**src/rtl/sar_pkg.sv**
```systemverilog
package sar_pkg;
  typedef struct packed {
    logic neg;
    logic zero;
    logic carry;
    logic ovf;
  } sar_flags_t;
endpackage

```
**src/rtl/sar_extend.sv**
```systemverilog
module sar_extend #(
  parameter int DATA_W = 20,
  parameter int WORD_W = 16
) (
  input  logic [DATA_W-1:0] operand_i,
  input  logic              word_i,
  output logic [DATA_W-1:0] ext_o
);
  localparam int UP_W = DATA_W - WORD_W;

  // word mode: replace the upper bits by copies of the word sign
  always_comb begin
    if (word_i) ext_o = {{UP_W{operand_i[WORD_W-1]}}, operand_i[WORD_W-1:0]};
    else        ext_o = operand_i;
  end
endmodule

```
**src/rtl/sar_core.sv**
```systemverilog
module sar_core #(
  parameter int DATA_W = 20,
  parameter int CNT_W  = 2
) (
  input  logic [DATA_W-1:0] ext_i,
  input  logic [CNT_W-1:0]  count_i,
  output logic [DATA_W-1:0] shifted_o,
  output logic              carry_o
);
  localparam int NSTEP = 1 << CNT_W;

  logic [DATA_W-1:0] cand  [NSTEP];
  logic              cycand[NSTEP];

  // one candidate per shift amount, selected by the count
  for (genvar k = 0; k < NSTEP; k++) begin : g_amt
    assign cand[k]   = DATA_W'($signed(ext_i) >>> (k + 1));
    assign cycand[k] = ext_i[k];
  end

  assign shifted_o = cand[count_i];
  assign carry_o   = cycand[count_i];
endmodule

```
**src/rtl/sar_flags.sv**
```systemverilog
module sar_flags
  import sar_pkg::*;
#(
  parameter int DATA_W = 20,
  parameter int WORD_W = 16
) (
  input  logic [DATA_W-1:0] shifted_i,
  input  logic              carry_i,
  input  logic              word_i,
  output logic [DATA_W-1:0] result_o,
  output sar_flags_t        flags_o
);
  localparam int UP_W = DATA_W - WORD_W;

  always_comb begin
    if (word_i) begin
      result_o      = {{UP_W{1'b0}}, shifted_i[WORD_W-1:0]};
      flags_o.neg   = shifted_i[WORD_W-1];
      flags_o.zero  = (shifted_i[WORD_W-1:0] == '0);
    end else begin
      result_o      = shifted_i;
      flags_o.neg   = shifted_i[DATA_W-1];
      flags_o.zero  = (shifted_i == '0);
    end
    flags_o.carry = carry_i;
    flags_o.ovf   = 1'b0;
  end
endmodule

```
**src/rtl/sar_unit.sv**
```systemverilog
module sar_unit
  import sar_pkg::*;
#(
  parameter int DATA_W = 20,
  parameter int WORD_W = 16,
  parameter int CNT_W  = 2
) (
  input  logic              clk,
  input  logic              rst_n,
  input  logic              start_i,
  input  logic [DATA_W-1:0] operand_i,
  input  logic [CNT_W-1:0]  count_i,
  input  logic              word_i,
  output logic [DATA_W-1:0] result_o,
  output logic              flag_n_o,
  output logic              flag_z_o,
  output logic              flag_c_o,
  output logic              flag_v_o,
  output logic              done_o
);
  logic [DATA_W-1:0] ext, shifted, res_d, res_q;
  logic              carry;
  sar_flags_t        flg_d, flg_q;
  logic              done_q;

  sar_extend #(.DATA_W(DATA_W), .WORD_W(WORD_W)) u_ext (
    .operand_i(operand_i), .word_i(word_i), .ext_o(ext)
  );

  sar_core #(.DATA_W(DATA_W), .CNT_W(CNT_W)) u_core (
    .ext_i(ext), .count_i(count_i), .shifted_o(shifted), .carry_o(carry)
  );

  sar_flags #(.DATA_W(DATA_W), .WORD_W(WORD_W)) u_flags (
    .shifted_i(shifted), .carry_i(carry), .word_i(word_i),
    .result_o(res_d), .flags_o(flg_d)
  );

  always_ff @(posedge clk or negedge rst_n) begin
    if (!rst_n) begin
      res_q  <= '0;
      flg_q  <= '0;
      done_q <= 1'b0;
    end else begin
      done_q <= start_i;
      if (start_i) begin
        res_q <= res_d;
        flg_q <= flg_d;
      end
    end
  end

  assign result_o = res_q;
  assign flag_n_o = flg_q.neg;
  assign flag_z_o = flg_q.zero;
  assign flag_c_o = flg_q.carry;
  assign flag_v_o = flg_q.ovf;
  assign done_o   = done_q;
endmodule

```
**config.mk**
```make
export PLATFORM = sky130hd
export DESIGN_NAME = sar_unit
export DESIGN_NICKNAME = d
export VERILOG_FILES = /design/src/rtl/sar_pkg.sv /design/src/rtl/sar_extend.sv /design/src/rtl/sar_core.sv /design/src/rtl/sar_flags.sv /design/src/rtl/sar_unit.sv
export SDC_FILE = /design/constraint.sdc
export NUM_CORES = 1
export LEC_CHECK = 0
export BUFFER_PORTS_ARGS = -buffer_cell sky130_fd_sc_hd__buf_2
export CAP_MARGIN = 20
export CORE_UTILIZATION = 35
export CTS_BUF_LIST = sky130_fd_sc_hd__clkbuf_4 sky130_fd_sc_hd__clkbuf_8 sky130_fd_sc_hd__clkbuf_16
export DETAILED_ROUTE_END_ITERATION = 10
export HOLD_SLACK_MARGIN = 0.03
export PLACE_DENSITY = 0.57
export SLEW_MARGIN = 5
export SYNTH_ARGS = -nofsm -noshare
export SYNTH_HDL_FRONTEND = slang
export SYNTH_SLANG_ARGS = --single-unit
```
**constraint.sdc**
```tcl
create_clock -name clk -period 0.8 [get_ports clk]
set_input_delay 0 -clock clk [delete_from_list [all_inputs] [get_ports clk]]
set_output_delay 0 -clock clk [all_outputs]
set_load 0.05 [all_outputs]
```
==> results.py <==
metrics = {
    "logic_synthesis": {
        "synth_seq_cells": 23,
        "syn-num-nets": 169,
        "ys_types": 37,
        "synth_seq_area_share_pct": 38.69,
        "syn-cell-area_um2": 1488,
        "avgSynthCellArea_um2": 10.40,
        "synth_top_family_by_area": "multiplexers",
        "synth_compound_area_share_pct": 15.48,
        "synth_fa_ha_area_share_pct": 0,
        "synth-xor-area-share_pct": 0,
        "yosys.area_share.simple_pct": 11.61,
        "muxShareOfSynthArea_pct": 27.00,
        "ys_warn_count": 0,
        "synthCells": 143,
    },
    "layout": {
        "fin_area_um2": 2621,
        "fin_nets": 257,
        "drive_gt1_share_pct": 70.00,
        "area_delta_synth_final_pct": 76.20,
        "mostFrequentLayoutCell": "buf_6",
        "diodes": 0,
        "postLayoutCoreUtil_pct": 65.06,
        "layout_common_cells": "buf_6 (35), buf_4 (30), buf_2 (21)",
    },
    "die": {
        "start_util_pct": 36.93,
        "ioPinCount": 51,
        "dieHeight_um": 67.20,
        "die_area_um2": 4515,
        "num_rows": 23,
        "die_width_um": 67.20,
        "core_area_um2": 4029,
    },
    "power_and_ir_drop": {
        "clkPwrFrac_pct": 18.6,
        "p_leak_nw": 1.205,
        "power.density_nw_per_um2": 1605,
        "swShare_pct": 37.49,
        "p_seq_share_pct": 34.0,
        "vdd.ir_drop.worst_mv": 1.106,
        "p_comb_share_pct": 47.4,
        "switchingPower_w": 0.001577,
        "p_int_w": 0.002630,
    },
    "clock_network": {
        "cts_inserted_buffers": 3,
        "htreeDepth": 1,
        "cts_tree": "done",
        "cts.sinks": 23,
        "clockBufferDepth": 2,
        "insertion_delay_ns": 0.27,
        "clk_pin_slew_ns": 0.08,
        "cts_root_buf": "clkbuf_8",
    },
    "setup_path": {
        "required_ns": 0.98,
        "cp-startpoint": "operand_i[18]",
        "cp_max_fo": 2,
        "endpoint_kind": "flip-flop",
        "path_buf_inv": 1,
        "slowest_delay_ns": 0.40,
        "r2r_slack_ns": -0.07,
        "endpoint": "flag_z_o$_DFFE_PN0P_",
        "critPathSlowestCell": "or3_1",
        "cpLargestDelayFamily": "compound AO/OA/AOI/OAI gates",
        "reg2reg_to": "result_o[8]$_DFFE_PN0P_",
        "reg2regPathDepth": 2,
        "startpoint_type": "input pin",
        "cp.depth": 6,
        "worstSetupPathType": "input pin to flip-flop",
        "critPathArrivalTime_ns": 1.35,
        "regToRegStartpoint": "result_o[8]$_DFFE_PN0P_",
        "worstPathCellList": "buf_2, a21o_1, o31ai_2, a22oi_1, or3_1, o32ai_2",
    },
    "place": {
        "hpwl_um": 3108,
        "preCtsSetupSlack_ns": -0.7313,
        "dpl_cell_area_um2": 2047,
        "place_congestion": 0.7865,
        "io_buffers": 49,
    },
    "timing": {
        "setup_ws_ns": -0.3656,
        "period_needed_ns": 1.166,
        "drv_slew": 0,
        "hold_viol_final": 0,
        "rsz0062_at_grt": "true",
        "setup_violations": 39,
        "fin_crit_sh_pct": 145.7,
        "fmax_ghz": 0.8579,
        "fin_tns_setup_ns": -2.271,
        "fin_skew_ns": 0,
    },
    "global_routing": {
        "grt_max_degree": 30,
        "grt_first_pass_wirelength_um": 7369,
        "antenna_found_initial": 0,
        "grt_overflow": 0,
        "grt_pass1_vias": 1517,
        "grt.total_usage_pct": 22.11,
    },
    "detailed_routing": {
        "first_iter_violations": 52,
        "avgViaCountPerCell": 5.271,
        "routed_wl_um": 4818,
        "ant_nets": 0,
        "route.detailed.drc": 0,
        "first_pass_iters": 4,
        "vias": 1476,
        "wl_per_cell_um": 17.21,
    },
    "flow_run": {
        "drv_cap": 0,
    },
    "min_path": {
        "hold_class": "input pin to flip-flop",
        "whs_path_depth": 3,
        "hp-start": "operand_i[19]",
    },
    "run_status": {
        "status": "finished with violations",
        "violations": "setup timing",
    },
}
metrics by stage:
| stage | std cells | total power, W | hold slack [ns] |
|---|---|---|---|
| floorplan | 143 | 0.002428 | -0.2956 |
| detailed placement | 266 | 0.002918 | -0.04674 |
| finish | 280 | 0.004207 | 0.07277 |
| global placement | 266 | 0.002889 | -0.05023 |
| CTS | 278 | 0.004087 | 0.05793 |
| global route | 280 | 0.004392 | 0.1035 |
flip-flops by register name, indices dropped and copies added, names as in the netlist:
signal and flops:
flag_n_o 1, result_o 19, flag_z_o 1, flag_c_o 1
done_o 1
tightest hold or removal path, delay by kind of cell:
kind	cells	cell delay (ns)
AOI/OAI and AO/OA	2	0.18
buffers and inverters	1	0.12
logic make-up (layout without fill, tap and decap cells):
group           Yosys count  count (layout)
compound gates           34              34
simple gates             33              33
mux                      33              33
flops                    23              23
other cells               1               1
buf+inv                  19             106
Yosys cell counts, drive strengths merged:
cell / count / area (um^2)
nor3: 1 / 5.000
clkbuf: 5 / 18.77
a211oi: 4 / 35.03
mux2: 17 / 191.4
a21oi: 11 / 55.05
o22ai: 2 / 12.51
conb: 1 / 3.750
and2: 1 / 6.260
mux2i: 12 / 120.1
nor2b: 8 / 50.05
o211ai: 2 / 15.01
nor4: 1 / 6.260
o32ai: 1 / 16.27
buf: 7 / 58.80
a21o: 1 / 7.510
a211o: 2 / 17.52
a2111oi: 1 / 8.760
a31o: 2 / 17.52
nand2: 8 / 30.03
nor4b: 2 / 17.52
nand2b: 2 / 12.51
nor2: 7 / 26.28
dfrtp: 23 / 575.6
or3: 1 / 6.260
mux4: 4 / 90.09
and2b: 1 / 7.510
a22oi: 1 / 7.510
o21ai: 6 / 30.02
o31ai: 1 / 7.510
nand3: 1 / 5.000
inv: 7 / 26.27
cell type report:
class,count,area [um^2]
fill,325,1408
multi-input combinational,101,1013
inverter,7,26.28
timing repair buffer,95,879.6
sequential,23,590.6
clock buffer,4,48.80
tap,50,62.56
timing repair:
item	CTS	global route
pin swaps	9	14
gates cloned	0	0
resized for setup	87	34
endpoints found under the setup margin	43	43
hold buffers	1	0
endpoints found under the hold margin	23	0
setup buffers	8	6
how the worst min path moves through the flow:
stage,end,slack [ns]
floorplan,done_o$_DFF_PN0_,-0.30
global placement,result_o[14]$_DFFE_PN0P_,-0.05
detailed placement,result_o[14]$_DFFE_PN0P_,-0.05
CTS,result_o[17]$_DFFE_PN0P_,0.06
global route,result_o[17]$_DFFE_PN0P_,0.10
finish,result_o[17]$_DFFE_PN0P_,0.07
power by group through the flow:
| stage | Clock, W | Sequential, W | Combinational, W |
|---|---|---|---|
| 4_1_cts | 0.000809 | 0.00143 | 0.00185 |
| 3_5_place_dp | 0 | 0.00141 | 0.00151 |
| 6_report | 0.000784 | 0.00143 | 0.00199 |
| 5_1_grt | 0.000854 | 0.00145 | 0.00209 |
| 2_1_floorplan | 0 | 0.00193 | 0.000502 |
| 3_3_place_gp | 0 | 0.00140 | 0.00149 |
routing by layer:
| metal | part of all wire (%) | GRT usage, % |
|---|---|---|
| met1 | 42 | 27.84 |
| met2 | 51 | 36.88 |
| met3 | 4.3 | 2.872 |
| met4 | 2.8 | 11.17 |
| met5 | 0 | 0 |
No activity file was read; power rests on OpenSTA's default activity.
